==> src/rtl/ctl_xfer_pkg.sv <==
package ctl_xfer_pkg;

    localparam int WORD_W  = 32;
    localparam int REG_W   = 5;
    localparam int OP_W    = 6;
    localparam int IMM16_W = 16;
    localparam int IMM26_W = 26;
    localparam int REGION_W = 4;
    localparam logic [REG_W-1:0] LINK_REG = 5'd31;

    localparam logic [OP_W-1:0] OP_CALL  = 6'h00;
    localparam logic [OP_W-1:0] OP_JUMP  = 6'h01;
    localparam logic [OP_W-1:0] OP_BRA   = 6'h06;
    localparam logic [OP_W-1:0] OP_BGE   = 6'h0E;
    localparam logic [OP_W-1:0] OP_BLT   = 6'h16;
    localparam logic [OP_W-1:0] OP_BNE   = 6'h1E;
    localparam logic [OP_W-1:0] OP_BEQ   = 6'h26;
    localparam logic [OP_W-1:0] OP_BGEU  = 6'h2E;
    localparam logic [OP_W-1:0] OP_BLTU  = 6'h36;
    localparam logic [OP_W-1:0] OP_RTYPE = 6'h3A;

    localparam logic [OP_W-1:0] XOP_RET  = 6'h05;
    localparam logic [OP_W-1:0] XOP_JMPR = 6'h0D;
    localparam logic [OP_W-1:0] XOP_RDPC = 6'h1C;
    localparam logic [OP_W-1:0] XOP_CALR = 6'h1D;

    typedef enum logic [2:0] {
        K_SEQ, K_ABS, K_REL, K_COND, K_RET, K_REG
    } xfer_kind_e;

    typedef enum logic [2:0] {
        C_GE, C_LT, C_NE, C_EQ, C_GEU, C_LTU
    } cmp_sel_e;

    typedef struct packed {
        xfer_kind_e       kind;
        cmp_sel_e         cmp;
        logic             link;
        logic [REG_W-1:0] link_idx;
    } xfer_dec_t;

    typedef struct packed {
        logic [WORD_W-1:0] pc;
    } xfer_state_t;

endpackage

==> src/rtl/ctl_decode.sv <==
module ctl_decode
    import ctl_xfer_pkg::*;
(
    input  logic [OP_W-1:0]  op_i,
    input  logic [OP_W-1:0]  xop_i,
    input  logic [REG_W-1:0] c_i,
    output xfer_dec_t        dec_o
);

    always_comb begin
        dec_o = '{kind: K_SEQ, cmp: C_EQ, link: 1'b0, link_idx: '0};
        case (op_i)
            OP_CALL: begin
                dec_o.kind     = K_ABS;
                dec_o.link     = 1'b1;
                dec_o.link_idx = LINK_REG;
            end
            OP_JUMP: dec_o.kind = K_ABS;
            OP_BRA:  dec_o.kind = K_REL;
            OP_BGE:  begin dec_o.kind = K_COND; dec_o.cmp = C_GE;  end
            OP_BLT:  begin dec_o.kind = K_COND; dec_o.cmp = C_LT;  end
            OP_BNE:  begin dec_o.kind = K_COND; dec_o.cmp = C_NE;  end
            OP_BEQ:  begin dec_o.kind = K_COND; dec_o.cmp = C_EQ;  end
            OP_BGEU: begin dec_o.kind = K_COND; dec_o.cmp = C_GEU; end
            OP_BLTU: begin dec_o.kind = K_COND; dec_o.cmp = C_LTU; end
            OP_RTYPE: begin
                case (xop_i)
                    XOP_RET:  dec_o.kind = K_RET;
                    XOP_JMPR: dec_o.kind = K_REG;
                    XOP_CALR: begin
                        dec_o.kind     = K_REG;
                        dec_o.link     = 1'b1;
                        dec_o.link_idx = LINK_REG;
                    end
                    XOP_RDPC: begin
                        dec_o.link     = 1'b1;
                        dec_o.link_idx = c_i;
                    end
                    default: ;
                endcase
            end
            default: ;
        endcase
    end

endmodule

==> src/rtl/ctl_cond.sv <==
module ctl_cond
    import ctl_xfer_pkg::*;
(
    input  cmp_sel_e          sel_i,
    input  logic [WORD_W-1:0] a_i,
    input  logic [WORD_W-1:0] b_i,
    output logic              taken_o
);

    logic eq, lt_s, lt_u;

    assign eq   = (a_i == b_i);
    assign lt_s = ($signed(a_i) < $signed(b_i));
    assign lt_u = (a_i < b_i);

    always_comb begin
        case (sel_i)
            C_GE:    taken_o = ~lt_s;
            C_LT:    taken_o = lt_s;
            C_NE:    taken_o = ~eq;
            C_EQ:    taken_o = eq;
            C_GEU:   taken_o = ~lt_u;
            C_LTU:   taken_o = lt_u;
            default: taken_o = 1'b0;
        endcase
    end

endmodule

==> src/rtl/ctl_target.sv <==
module ctl_target
    import ctl_xfer_pkg::*;
(
    input  logic [WORD_W-1:0]  pc_i,
    input  logic [IMM16_W-1:0] imm16_i,
    input  logic [IMM26_W-1:0] imm26_i,
    output logic [WORD_W-1:0]  seq_o,
    output logic [WORD_W-1:0]  abs_o,
    output logic [WORD_W-1:0]  rel_o
);

    localparam int EXT_W = WORD_W - IMM16_W;

    logic [WORD_W-1:0] offs;

    assign offs  = {{EXT_W{imm16_i[IMM16_W-1]}}, imm16_i[IMM16_W-1:2], 2'b00};
    assign seq_o = pc_i + WORD_W'(4);
    assign abs_o = {pc_i[WORD_W-1 -: REGION_W], imm26_i, 2'b00};
    assign rel_o = seq_o + offs;

endmodule

==> src/rtl/ctl_xfer_unit.sv <==
module ctl_xfer_unit
    import ctl_xfer_pkg::*;
#(
    parameter logic [31:0] RESET_ADDR = 32'h0000_1000
) (
    input  logic              clk,
    input  logic              rst_n,
    input  logic              valid_i,
    input  logic [31:0]       instr_i,
    input  logic [31:0]       ra_val_i,
    input  logic [31:0]       rb_val_i,
    input  logic [31:0]       r31_val_i,
    output logic [31:0]       pc_o,
    output logic              link_we_o,
    output logic [4:0]        link_idx_o,
    output logic [31:0]       link_val_o
);

    xfer_state_t       st_d, st_q;
    xfer_dec_t         dec;
    logic              taken;
    logic [WORD_W-1:0] seq_t, abs_t, rel_t;

    ctl_decode i_dec (
        .op_i  (instr_i[5:0]),
        .xop_i (instr_i[16:11]),
        .c_i   (instr_i[21:17]),
        .dec_o (dec)
    );

    ctl_cond i_cond (
        .sel_i   (dec.cmp),
        .a_i     (ra_val_i),
        .b_i     (rb_val_i),
        .taken_o (taken)
    );

    ctl_target i_tgt (
        .pc_i    (st_q.pc),
        .imm16_i (instr_i[21:6]),
        .imm26_i (instr_i[31:6]),
        .seq_o   (seq_t),
        .abs_o   (abs_t),
        .rel_o   (rel_t)
    );

    always_comb begin
        st_d       = st_q;
        link_we_o  = 1'b0;
        link_idx_o = dec.link_idx;
        link_val_o = seq_t;
        if (valid_i) begin
            link_we_o = dec.link && (dec.link_idx != '0);
            case (dec.kind)
                K_ABS:   st_d.pc = abs_t;
                K_REL:   st_d.pc = rel_t;
                K_COND:  st_d.pc = taken ? rel_t : seq_t;
                K_RET:   st_d.pc = r31_val_i;
                K_REG:   st_d.pc = ra_val_i;
                default: st_d.pc = seq_t;
            endcase
        end
    end

    always_ff @(posedge clk) begin
        if (!rst_n) begin
            st_q.pc <= RESET_ADDR;
        end else begin
            st_q <= st_d;
        end
    end

    assign pc_o = st_q.pc;

endmodule

==> config.mk <==
export PLATFORM = sky130hd
export DESIGN_NAME = ctl_xfer_unit
export DESIGN_NICKNAME = d
export VERILOG_FILES = /design/src/rtl/ctl_xfer_pkg.sv /design/src/rtl/ctl_decode.sv /design/src/rtl/ctl_cond.sv /design/src/rtl/ctl_target.sv /design/src/rtl/ctl_xfer_unit.sv
export SDC_FILE = /design/constraint.sdc
export NUM_CORES = 1
export LEC_CHECK = 0
export ABC_AREA = 1
export ABC_CLOCK_PERIOD_IN_PS = 5800
export BUFFER_PORTS_ARGS = -buffer_cell sky130_fd_sc_hd__buf_2
export CAP_MARGIN = 10
export CORE_MARGIN = 2
export CORE_UTILIZATION = 45
export DETAILED_ROUTE_END_ITERATION = 16
export PLACE_DENSITY_LB_ADDON = 0.12
export SETUP_SLACK_MARGIN = 0.5
export SLEW_MARGIN = 20
export SYNTH_ARGS = -nofsm -noshare
export SYNTH_HDL_FRONTEND = slang
export SYNTH_SLANG_ARGS = --single-unit
==> constraint.sdc <==
create_clock -name clk -period 5.8 [get_ports clk]
set_clock_uncertainty 0.1 [all_clocks]
set_input_delay 1.16 -clock clk [delete_from_list [all_inputs] [get_ports clk]]
set_output_delay 1.16 -clock clk [all_outputs]
set_load 0.03 [all_outputs]
Word level (Yosys, flattened, before mapping)
Index checks and enable logic that the tools add are counted.

cells by class
  $add $sub $neg = 2
  $lt $le $gt $ge = 2
  equal/unequal tests = 24
  muxes and demuxes = 9
  bitwise gates (word level) = 4
  reduce and logical (&&, ||, !) cells = 8

operators by type and width
  cell                     count
  $pmux W32 S5             1
  $lt A32 B32 Y1           2
  $add A32 B3 Y32 const B  1
  $add A32 B32 Y32         1
  $eq A32 B32 Y1           1
  $mux W32                 1
  $eq A6 B5 Y1 const B     4
  $eq A6 B6 Y1 const B     4
  $pmux W6 S2              2
  $pmux W3 S5              1
  $eq A3 B2 Y1 const B     4
  $eq A3 B3 Y1 const B     4
  $eq A6 B3 Y1 const B     2
  $eq A6 B4 Y1 const B     2
  $pmux W3 S4              1
  $eq A3 B1 Y1 const B     2
  $eq A6 B1 Y1 const B     1
  $logic_not A6 Y1         1
  $pmux W1 S6              1
  $pmux W3 S2              1
  $reduce_or A6 Y1         1
  $reduce_bool A5 Y1       1
  $not A1 Y1               4
  $reduce_or A2 Y1         2
  4 further kinds          4

storage, ports and cells
  bits in registers = 32
  input bits = 131
  output and inout bits = 70
  word-level logic and storage cells = 51

Longest topological paths before layout
Gate-level depths: netlist of run 1.

  depth after elaboration = 7
  gate-level depth with buffers = 28
  gate-level depth less buffers = 28

By module
A second synthesis of run 1 with hierarchy kept.

unflattened totals
  cells, all modules = 1321
  area, all modules = 7035.5 um2

by module, submodules not included
  module         times used  cells an instance  area each (um2)
  ctl_target     1           547                2939.1
  ctl_xfer_unit  1           541                2835.2
  ctl_cond       1           166                960.9
  ctl_decode     1           67                 300.3

Worst setup path after synthesis of run 1
No wires, ideal clock.

  kind = input -> output
  start point = input port instr_i[4]
  end point = output port link_we_o
  arrival = 3.167 ns
  required time = 4.540 ns
  slack = 1.373 ns
  stages = 9
  path through = inv_1 > nand2_1 > nor4_4 > nand2_1 > nand2_1 > o21ai_0 > a21oi_1 > nor3_1 > a21oi_1

on the way
  longest elaborated chain between the ends = 5
  elaborated cells on any way between the ends = 6
  those cells by class = eq/ne (1); mux (2); reduce/logical (3)

RTL lines
  item                                                     line                 RTL
  start, declared                                          ctl_xfer_unit.sv:9   input logic [31:0] instr_i,
  $eq A6 B6 Y1 / $logic_not A6 Y1 (equally long branches)  ctl_decode.sv:12     case (op_i)
  $pmux W6 S2 *                                            ctl_decode.sv:12
  named net link_idx_o[0]                                  ctl_xfer_unit.sv:15  output logic [4:0] link_idx_o,
  $reduce_bool A5 Y1 *                                     ctl_xfer_unit.sv:53  link_we_o = dec.link && (dec.link_idx != '0);
  $logic_and A1 B1 Y1 *                                    ctl_xfer_unit.sv:53
  $mux W1 *                                                ctl_xfer_unit.sv:52  if (valid_i) begin
  end, declared                                            ctl_xfer_unit.sv:14  output logic link_we_o,

The timed path passes the listed nets; every way through them passes the cells marked *.

Worst setup path after layout of run 1
  start point = input port instr_i[0]
  end point = output port link_we_o

on the way
  longest elaborated chain between the ends = 5
  elaborated cells on any way between the ends = 6
  those cells by class = eq/ne (1); mux (2); reduce/logical (3)

RTL lines
  item                                                     line
  $eq A6 B6 Y1 / $logic_not A6 Y1 (equally long branches)  ctl_decode.sv:12
  $pmux W6 S2 *                                            ctl_decode.sv:12
  $reduce_bool A5 Y1                                       ctl_xfer_unit.sv:53
  $logic_and A1 B1 Y1 *                                    ctl_xfer_unit.sv:53
  $mux W1 *                                                ctl_xfer_unit.sv:52

Every way passes the cells marked *; elsewhere a longest branch is shown, timed or not.

==> metrics.txt, run 1 <==
# TYPE chip_impl_metric gauge
chip_impl_info{name="synth_area_leaders",value="nand2_1 (16%), ha_1 (14%), inv_1 (11%)"} 1
chip_impl_metric{name="cp_num_buf_inv",unit=""} 4
chip_impl_metric{name="row_count",unit=""} 42
chip_impl_info{name="chain_of_cells_forming_the_critical_path",value="buf_2, inv_1, nand2_1, nor4_1, inv_1, nand2_1, o21ai_0, a21oi_1, nor3_1, a21oi_1, buf_2"} 1
chip_impl_metric{name="worst_slew_pin_slew",unit="ps"} 1094
chip_impl_metric{name="mappedNetlistNets",unit=""} 1246
chip_impl_metric{name="layout_min_cycle_time",unit="ps"} 4261
chip_impl_metric{name="clkSinkCount",unit=""} 32
chip_impl_metric{name="fmaxAchievable",unit="GHz"} 0.2347
chip_impl_metric{name="worst-endpoint-arrival",unit="ps"} 3000
chip_impl_metric{name="non_filler_instance_count_after_layout",unit=""} 1410
chip_impl_info{name="cpMaxStageDelayCell",value="nor4_1"} 1
chip_impl_metric{name="min_period_over_period",unit="%"} 73.46
chip_impl_metric{name="grt_pass1_wl",unit="um"} 35150
chip_impl_metric{name="route.detailed.drc",unit=""} 0
chip_impl_metric{name="detailedRoute.firstIterationViolations",unit=""} 558
chip_impl_metric{name="worst-r2r-setup-slack",unit="ps"} 1600
chip_impl_metric{name="area_growth_syn_to_layout",unit="%"} 21.59
chip_impl_metric{name="synth.ff_latch_count",unit=""} 32
chip_impl_metric{name="yosys_warnings",unit=""} 0
chip_impl_info{name="clock_root_cell",value="clkbuf_16"} 1
chip_impl_info{name="worst_setup_path_start_kind",value="primary input"} 1
chip_impl_metric{name="post-synth-top-area-fraction",unit="%"} 16.11
chip_impl_metric{name="die_width",unit="um"} 119.3
chip_impl_metric{name="wire_per_inst",unit="um"} 15.72
chip_impl_metric{name="leakagePower",unit="nW"} 4.250
chip_impl_metric{name="number_of_antenna_violations_at_the_first_check_in_global_routing",unit=""} 0
chip_impl_metric{name="total_placed_cells_including_tap_cells",unit=""} 1403
chip_impl_metric{name="post-cts-setup-buffer-count",unit=""} 0
chip_impl_metric{name="min_delay_path_depth",unit=""} 2
chip_impl_metric{name="worstRegToRegCells",unit=""} 23
chip_impl_metric{name="detailed_route_wl",unit="um"} 22170
chip_impl_metric{name="core_area",unit="mm2"} 0.01314
chip_impl_metric{name="cts_buffer_depth",unit=""} 2
chip_impl_metric{name="nNetsFinal",unit=""} 1431
chip_impl_metric{name="cts_resized",unit=""} 0
chip_impl_metric{name="final_number_of_max_transition_violations",unit=""} 0
chip_impl_info{name="reg2reg_to",value="pc_o[27]"} 1
chip_impl_metric{name="synth_area_per_cell",unit="um2"} 5.707
chip_impl_metric{name="drt.antenna.violating_nets",unit=""} 0
chip_impl_info{name="worst_hold_path.endpoint",value="pc_o[8]"} 1
chip_impl_metric{name="finalWeightedCongestion",unit=""} 0.9827
chip_impl_metric{name="port-buffer-count",unit=""} 200
chip_impl_metric{name="critical_path_required",unit="ps"} 4540
chip_impl_metric{name="diodes",unit=""} 0
chip_impl_metric{name="max-cap-violations",unit=""} 0
chip_impl_metric{name="relSlewSlack",unit="%"} 27.00
chip_impl_metric{name="hold-worst-slack",unit="ps"} 404.8
chip_impl_metric{name="synth-seq-area-share",unit="%"} 10.70
chip_impl_metric{name="initial_drt_pass_iterations",unit=""} 5
chip_impl_metric{name="routed_via_density",unit=""} 5.263
chip_impl_metric{name="die_height",unit="um"} 119.3
chip_impl_metric{name="number_of_distinct_standard_cells_referenced_by_the_synthesized_netlist",unit=""} 37
chip_impl_metric{name="setup_viol",unit=""} 0
chip_impl_info{name="synth.largest_area_cell",value="nand2_1"} 1
chip_impl_metric{name="finalHoldViolations",unit=""} 0
chip_impl_metric{name="post_synth_instance_area",unit="mm2"} 0.005987
chip_impl_metric{name="hpwl",unit="um"} 18700
chip_impl_metric{name="cts_made_buffers",unit=""} 5
chip_impl_metric{name="floorplan.io_pins",unit=""} 201
chip_impl_metric{name="grt.total_usage",unit="%"} 31.00
chip_impl_metric{name="total_congestion_overflow_after_global_routing",unit=""} 0
chip_impl_info{name="critPathLaunch",value="instr_i[0]"} 1
chip_impl_metric{name="post_route_cells_drive_above_1_share",unit="%"} 18.48
chip_impl_info{name="grt_setup_unrepaired",value="no"} 1
chip_impl_metric{name="p_per_area",unit="mW/mm2"} 152.1
chip_impl_info{name="timing.hold.worst.class",value="reg -> reg"} 1
chip_impl_metric{name="largest_register_ffs",unit=""} 32
chip_impl_info{name="criticalPathCategory",value="in -> out"} 1
chip_impl_metric{name="ctsHoldBuffers",unit=""} 0
chip_impl_metric{name="start_util",unit="%"} 45.57
chip_impl_metric{name="vias_in_the_first_global_route",unit=""} 7055
chip_impl_metric{name="cts.clk_slew.worst_paths",unit="ps"} 50
chip_impl_info{name="critPathTopFamily",value="simple AND/OR/NAND/NOR gates"} 1
chip_impl_metric{name="critical_path_peak_fanout",unit=""} 5
chip_impl_info{name="tritoncts",value="done"} 1
chip_impl_info{name="regToRegStartpoint",value="pc_o[2]"} 1
chip_impl_metric{name="worst_skew_pair.late_latency",unit="ps"} 270
chip_impl_metric{name="detailroute.via_count",unit=""} 7421
chip_impl_info{name="hold_path.startpoint",value="pc_o[8]"} 1
chip_impl_info{name="outcome",value="finished, final reports clean"} 1
chip_impl_metric{name="tns",unit="ps"} 0
chip_impl_metric{name="cpPeakStageDelay",unit="ps"} 480
chip_impl_info{name="crit_path_end_kind",value="primary output"} 1
chip_impl_metric{name="post-layout-total-power",unit="mW"} 1.107
chip_impl_metric{name="pin_count_of_the_biggest_net_entering_global_routing",unit=""} 35
chip_impl_metric{name="h-tree-depth",unit=""} 2
chip_impl_metric{name="irDropWorstVdd",unit="uV"} 106.7
chip_impl_metric{name="synthCells",unit=""} 1049
chip_impl_metric{name="fp.dieArea",unit="mm2"} 0.01424
[power breakdown]
group	total (mW)	internal, mW	switching [mW]
combinational	0.574	0.200	0.374
clock	0.276	0.180	0.0962
sequential	0.257	0.236	0.0207
[metrics by stage]
stage               setup WS, ps  instance area [um2]  utilization (%)
detailed placement          1558                 7127            54.25
global placement            1626                 7127            54.25
finish                      1539                 7279            55.41
floorplan                   1373                 5987                -
CTS                         1541                 7279            55.41
global route                1167                 7279            55.41
[synth_stat cells]
cell and instances:
nor3_2 2, o21ai_0 37, or2_1 1, o21a_1 3, nand4_1 17, nand3_2 1
o211ai_1 1, a21o_1 4, nand3b_1 23, nor4_4 1, o21ai_4 1, buf_1 1
a21boi_0 4, buf_2 6, nor2_1 103, nor4_1 6, ha_1 65, a221oi_1 11
nor3_1 15, nand2_1 257, clkbuf_1 16, and3_1 1, nor3b_1 4, buf_4 4
o21bai_1 4, a31o_2 1, xnor2_1 10, xor2_1 36, inv_2 8, clkinv_1 10
fa_1 1, dfxtp_1 32, o21ai_1 1, nand3_1 78, a21oi_1 91, inv_1 177
a22o_1 16
[cell usage in the layout (no fill, tap or decap), types with 4 or more instances in the layout]
cell / count
nor3_1: 15
buf_2: 200
buf_4: 5
xnor2_1: 10
inv_1: 177
clkinv_1: 10
ha_1: 65
a21o_1: 4
inv_2: 8
a22o_1: 16
dfxtp_1: 32
nand3_1: 78
a221oi_1: 11
nand2_1: 257
o21ai_0: 37
nand4_1: 17
o21bai_1: 4
clkbuf_16: 5
xor2_1: 36
a21boi_0: 4
nand3b_1: 23
nor3b_1: 4
nor4_1: 6
nor2_1: 101
a21oi_1: 91
[worst max-delay path by stage]
stage | to | slack (ps) | cells past startpoint
final | link_we_o | 1540 | 11
after global routing | pc_o[31] | 1170 | 27
after CTS | link_we_o | 1540 | 11
after detailed placement | link_we_o | 1560 | 11
after global placement | pc_o[24] | 1630 | 17
after floorplan | link_we_o | 1370 | 9
[logic make-up (layout without fill, tap and decap cells)]
| kind of cell | Yosys count | count (layout) | share of synthesized area, % |
|---|---|---|---|
| buffers and inverters | 222 | 407 | 14.29 |
| DFF | 32 | 32 | 10.70 |
| AOI/OAI and AO/OA | 174 | 174 | 17.16 |
| xor gates and xnor gates | 46 | 46 | 6.729 |
| and+or+nand+nor | 509 | 509 | 37.20 |
| adders and majority gates | 66 | 66 | 13.92 |
[layer usage]
| layer | share of wire [%] | global-route usage, % | wire [um] | up-vias |
|---|---|---|---|---|
| met5 | 0 | 0 | 0 | - |
| met4 | 4.2 | 12.06 | 924 | 0 |
| met3 | 7.2 | 4.741 | 1606 | 54 |
| met2 | 46 | 52.95 | 10250 | 295 |
| met1 | 42 | 39.14 | 9382 | 3303 |
| li1 | - | - | - | 3769 |
[cell type report]
type,instances,area [um2]
Multi-Input combinational cell,795,4496
Timing Repair Buffer,205,1039
Clock buffer,7,152.6
Inverter,195,732.0
Sequential cell,32,640.6
Fill cell,1493,5858
Tap cell,176,220.2
[worst min-delay path: cells and delay by family, from the launching register on]
family          cells  cell delay, ps
flops               1             330
simple gates        1              70
compound gates      1              60
(Power assumes the default switching activity.)
==> run 2, diff against run 1 <==
--- a/config.mk
+++ b/config.mk
@@ -5,8 +5,8 @@
 export SDC_FILE = /design/constraint.sdc
 export NUM_CORES = 1
 export LEC_CHECK = 0
-export ABC_AREA = 1
-export ABC_CLOCK_PERIOD_IN_PS = 5800
+export ABC_AREA = 0
+export ABC_CLOCK_PERIOD_IN_PS = 4400
 export BUFFER_PORTS_ARGS = -buffer_cell sky130_fd_sc_hd__buf_2
 export CAP_MARGIN = 10
 export CORE_MARGIN = 2
==> constraint.sdc (replaced) <==
create_clock -name clk -period 4.4 [get_ports clk]
set_clock_uncertainty 0.1 [all_clocks]
set_input_delay 0.88 -clock clk [delete_from_list [all_inputs] [get_ports clk]]
set_output_delay 0.88 -clock clk [all_outputs]
set_load 0.03 [all_outputs]
==> run 2 against run 1 <==
Highest routed layer unchanged. Critical endpoint is now pc_o[31]. Largest cell class unchanged. Count of clock-buffer cells in the layout rose by 1. Via count is 14% lower. Sequential power is 33% higher. Die area shrank 11%. Critical path type is now reg -> reg.
==> metrics.txt, run 2 <==
# TYPE chip_impl_metric gauge
chip_impl_metric{name="share_of_flip_flops_with_an_asynchronous_set_or_reset",unit="%"} 0
chip_impl_metric{name="fp.dieArea",unit="mm2"} 0.01273
chip_impl_metric{name="critical_path_required",unit="ps"} 4460
chip_impl_metric{name="synth_compound_area_share",unit="%"} 30.45
chip_impl_info{name="clock_root_cell",value="clkbuf_16"} 1
chip_impl_info{name="outcome",value="finished, final reports clean"} 1
chip_impl_metric{name="relSlewSlack",unit="%"} 61.07
chip_impl_metric{name="detailroute.via_count",unit=""} 6373
chip_impl_info{name="critPathTopFamily",value="compound AO/OA/AOI/OAI gates"} 1
chip_impl_metric{name="synth_area_per_cell",unit="um2"} 7.537
chip_impl_metric{name="cts.clk_slew.worst_paths",unit="ps"} 60
chip_impl_metric{name="total_placed_cells_including_tap_cells",unit=""} 1033
chip_impl_metric{name="area_growth_syn_to_layout",unit="%"} 39.02
chip_impl_metric{name="grt_pass1_wl",unit="um"} 31280
chip_impl_metric{name="post_synth_and_or_nand_nor_area_fraction",unit="%"} 21.79
chip_impl_metric{name="hpwl",unit="um"} 15690
chip_impl_metric{name="clkSinkCount",unit=""} 32
chip_impl_info{name="tritoncts",value="done"} 1
chip_impl_info{name="synth_area_leaders",value="ha_1 (15%), dfxtp_1 (12%), xnor2_1 (6.1%)"} 1
chip_impl_metric{name="critical_path_peak_fanout",unit=""} 6
chip_impl_metric{name="setup_viol",unit=""} 0
chip_impl_metric{name="finalWeightedCongestion",unit=""} 0.9167
chip_impl_metric{name="post_route_cells_drive_above_1_share",unit="%"} 37.69
chip_impl_metric{name="largest_register_ffs",unit=""} 32
chip_impl_info{name="synth_top_family_by_area",value="compound AO/OA/AOI/OAI gates"} 1
chip_impl_metric{name="nNetsFinal",unit=""} 1130
chip_impl_metric{name="placed_area",unit="mm2"} 0.006721
chip_impl_metric{name="h-tree-depth",unit=""} 2
chip_impl_metric{name="layout.cell_area.non_filler",unit="mm2"} 0.007408
chip_impl_metric{name="synth-adder-area-share",unit="%"} 15.64
chip_impl_metric{name="row_count",unit=""} 39
chip_impl_metric{name="detailed_route_wl",unit="um"} 20020
chip_impl_metric{name="final_core_utilization",unit="%"} 64.60
chip_impl_metric{name="synth_mux_area_share",unit="%"} 5.353
chip_impl_metric{name="p_sw",unit="uW"} 627.3
chip_impl_metric{name="start_util",unit="%"} 46.47
chip_impl_metric{name="die_width",unit="um"} 112.8
chip_impl_metric{name="power.combinational.fraction",unit="%"} 52.8
chip_impl_metric{name="grt.total_usage",unit="%"} 30.25
chip_impl_info{name="cpMaxStageDelayCell",value="a221o_1"} 1
chip_impl_metric{name="min_period_over_period",unit="%"} 88.94
chip_impl_metric{name="yosys_warnings",unit=""} 0
chip_impl_metric{name="mappedNetlistNets",unit=""} 904
chip_impl_metric{name="layout_min_cycle_time",unit="ps"} 3914
chip_impl_metric{name="p_per_area",unit="mW/mm2"} 201.1
chip_impl_info{name="criticalPathCategory",value="reg -> reg"} 1
chip_impl_metric{name="cts_buffer_depth",unit=""} 2
chip_impl_metric{name="yosys.area_share.xor_xnor",unit="%"} 8.875
chip_impl_metric{name="irDropWorstVdd",unit="uV"} 129.4
chip_impl_metric{name="post_synth_instance_area",unit="mm2"} 0.005329
chip_impl_metric{name="port-buffer-count",unit=""} 200
chip_impl_metric{name="cts_made_buffers",unit=""} 5
chip_impl_metric{name="wire_per_inst",unit="um"} 18.59
chip_impl_metric{name="worst_skew_pair.late_latency",unit="ps"} 280
chip_impl_metric{name="worst-endpoint-arrival",unit="ps"} 3970
chip_impl_info{name="yosys_most_used_dff",value="dfxtp_1"} 1
chip_impl_metric{name="detailedRoute.firstIterationViolations",unit=""} 417
chip_impl_metric{name="pin_count_of_the_biggest_net_entering_global_routing",unit=""} 32
chip_impl_info{name="most_frequent_standard_cell_in_the_layout_excluding_fill_and_tap_cells",value="buf_2"} 1
chip_impl_metric{name="die_height",unit="um"} 112.8
chip_impl_metric{name="vias_in_the_first_global_route",unit=""} 6064
chip_impl_metric{name="max-cap-violations",unit=""} 0
chip_impl_info{name="mostFrequentLayoutCells",value="buf_2 (200), nand2_1 (67), ha_1 (57)"} 1
chip_impl_metric{name="routed_via_density",unit=""} 5.917
chip_impl_metric{name="final_number_of_max_transition_violations",unit=""} 0
chip_impl_metric{name="share_clk_of_total_power",unit="%"} 24.3
chip_impl_metric{name="core_area",unit="mm2"} 0.01147
chip_impl_metric{name="power.switching_fraction",unit="%"} 42.10
chip_impl_metric{name="fill_cells",unit=""} 1012
chip_impl_metric{name="fmaxAchievable",unit="GHz"} 0.2555
chip_impl_info{name="chain_of_cells_forming_the_critical_path",value="and3_4, and3_1, buf_4, xor2_4, ha_4, or3_1, o2111a_1, a221o_1, a31oi_4, o311a_1, o31ai_2, a21oi_2, xnor2_2, a2111oi_4, nor3_1"} 1
chip_impl_metric{name="finalHoldViolations",unit=""} 0
chip_impl_metric{name="synthCells",unit=""} 707
chip_impl_metric{name="total_congestion_overflow_after_global_routing",unit=""} 0
chip_impl_metric{name="number_of_distinct_standard_cells_referenced_by_the_synthesized_netlist",unit=""} 65
chip_impl_metric{name="non_filler_instance_count_after_layout",unit=""} 1077
chip_impl_info{name="synth_commonest_cells",value="nand2_1 (70), ha_1 (65), nor2_1 (55)"} 1
chip_impl_metric{name="worst_slew_pin_slew",unit="ps"} 583.9
chip_impl_info{name="grt_setup_unrepaired",value="yes"} 1
chip_impl_metric{name="cpPeakStageDelay",unit="ps"} 400
chip_impl_metric{name="route.detailed.drc",unit=""} 0
chip_impl_metric{name="number_of_flops_mapped_to_enable_cells_by_yosys",unit=""} 0
chip_impl_metric{name="internal_power",unit="uW"} 862.8
chip_impl_info{name="synth.largest_area_cell",value="ha_1"} 1
chip_impl_metric{name="leakagePower",unit="nW"} 3.550
chip_impl_metric{name="floorplan.io_pins",unit=""} 201
chip_impl_metric{name="diodes",unit=""} 0
chip_impl_metric{name="post-synth-top-area-fraction",unit="%"} 15.26
chip_impl_metric{name="post-layout-total-power",unit="mW"} 1.490
chip_impl_metric{name="power.sequential.fraction",unit="%"} 22.9
chip_impl_info{name="yosysMostFrequentCell",value="nand2_1"} 1
chip_impl_info{name="crit_path_end_kind",value="flip-flop"} 1
chip_impl_info{name="worst_setup_path_start_kind",value="flip-flop"} 1
chip_impl_metric{name="number_of_antenna_violations_at_the_first_check_in_global_routing",unit=""} 0
chip_impl_info{name="timing.hold.worst.class",value="reg -> reg"} 1
chip_impl_metric{name="initial_drt_pass_iterations",unit=""} 6
chip_impl_metric{name="synth.ff_latch_count",unit=""} 32
chip_impl_metric{name="ctsHoldBuffers",unit=""} 0
chip_impl_metric{name="cp_num_buf_inv",unit=""} 1
chip_impl_metric{name="drt.antenna.violating_nets",unit=""} 0
chip_impl_metric{name="synth-seq-area-share",unit="%"} 12.02
run 2: changes by cell type in the layout (fill, tap and decap cells not counted), moves of 16 or more:
cell	previous run	this run
a21oi_1	91	46
o211ai_1	1	21
inv_1	177	45
a22o_1	16	0
nor2_1	101	48
xor2_1	36	10
buf_4	5	42
nand3b_1	23	2
a221oi_2	0	20
mux2i_1	0	24
nand2_1	257	67
nand3_1	78	29
run 2: metal layers:
layer / wire (um) / part of all wire (%) / global-route usage (%) / vias to the layer above
met4: 377 / 1.9 / 7.805 / 0
li1: - / - / - / 3094
met2: 9645 / 48 / 51.50 / 278
met5: 0 / 0 / 0 / -
met1: 8537 / 43 / 40.20 / 2971
met3: 1464 / 7.3 / 4.392 / 30
run 2: timing repair:
action / CTS / global route
buffers inserted: 10 / 25
gates resized for setup: 17 / 25
hold endpoints to repair: 0 / 0
setup endpoints to repair: 27 / 31
cloned: 1 / 0
pin swaps: 9 / 33
run 2: metrics by stage:
stage	setup slack (ps)	setup TNS (ps)	hold WS, ps
detailed placement	-63.10	-95.92	397.9
floorplan	457.2	0	421.0
global placement	62.91	0	377.3
finish	486.4	0	401.6
global route	324.3	0	432.6
CTS	502.8	0	412.0
run 2: kinds of logic (layout without fill, tap and decap cells):
group | after synthesis | after routing
and+or+nand+nor | 236 | 236
AOI/OAI and AO/OA | 218 | 219
buffers and inverters | 73 | 299
adders and majority gates | 66 | 66
xor gates and xnor gates | 54 | 54
DFF | 32 | 32
muxes | 28 | 28
run 2: worst paths after layout:
path | start | to | slack (ps) | cells after the start
max | pc_o[6] | pc_o[31] | 490 | 15
min | pc_o[3] | pc_o[3] | 400 | 2
max reg2reg | pc_o[6] | pc_o[31] | 490 | 15
min reg2reg | pc_o[3] | pc_o[3] | 400 | 2
run 2: cell type report:
class	count	area, um2	area share [%]
Clock buffer	8	146.4	1.976
Inverter	45	168.9	2.280
Multi-Input combinational cell	603	4860	65.60
Sequential cell	32	666.9	9.002
Tap cell	143	178.9	2.415
Timing Repair Buffer	246	1388	18.73
run 2: power by group through the flow:
stage               Clock, mW  Sequential, mW  Combinational [mW]
global placement            0           0.346               0.702
floorplan                   0           0.381               0.459
detailed placement          0           0.348               0.712
finish                  0.362           0.342               0.787
global route            0.380           0.346               0.854
CTS                     0.367           0.342               0.738
run 2: worst reg2reg max path, delay by kind of cell, from the launching register on:
family          cells  cell delay [ps]
compound gates      7             1730
simple gates        4              860
flops               1              360
fa+ha+maj           1              240
buf+inv             1              160
xor+xnor            2              330
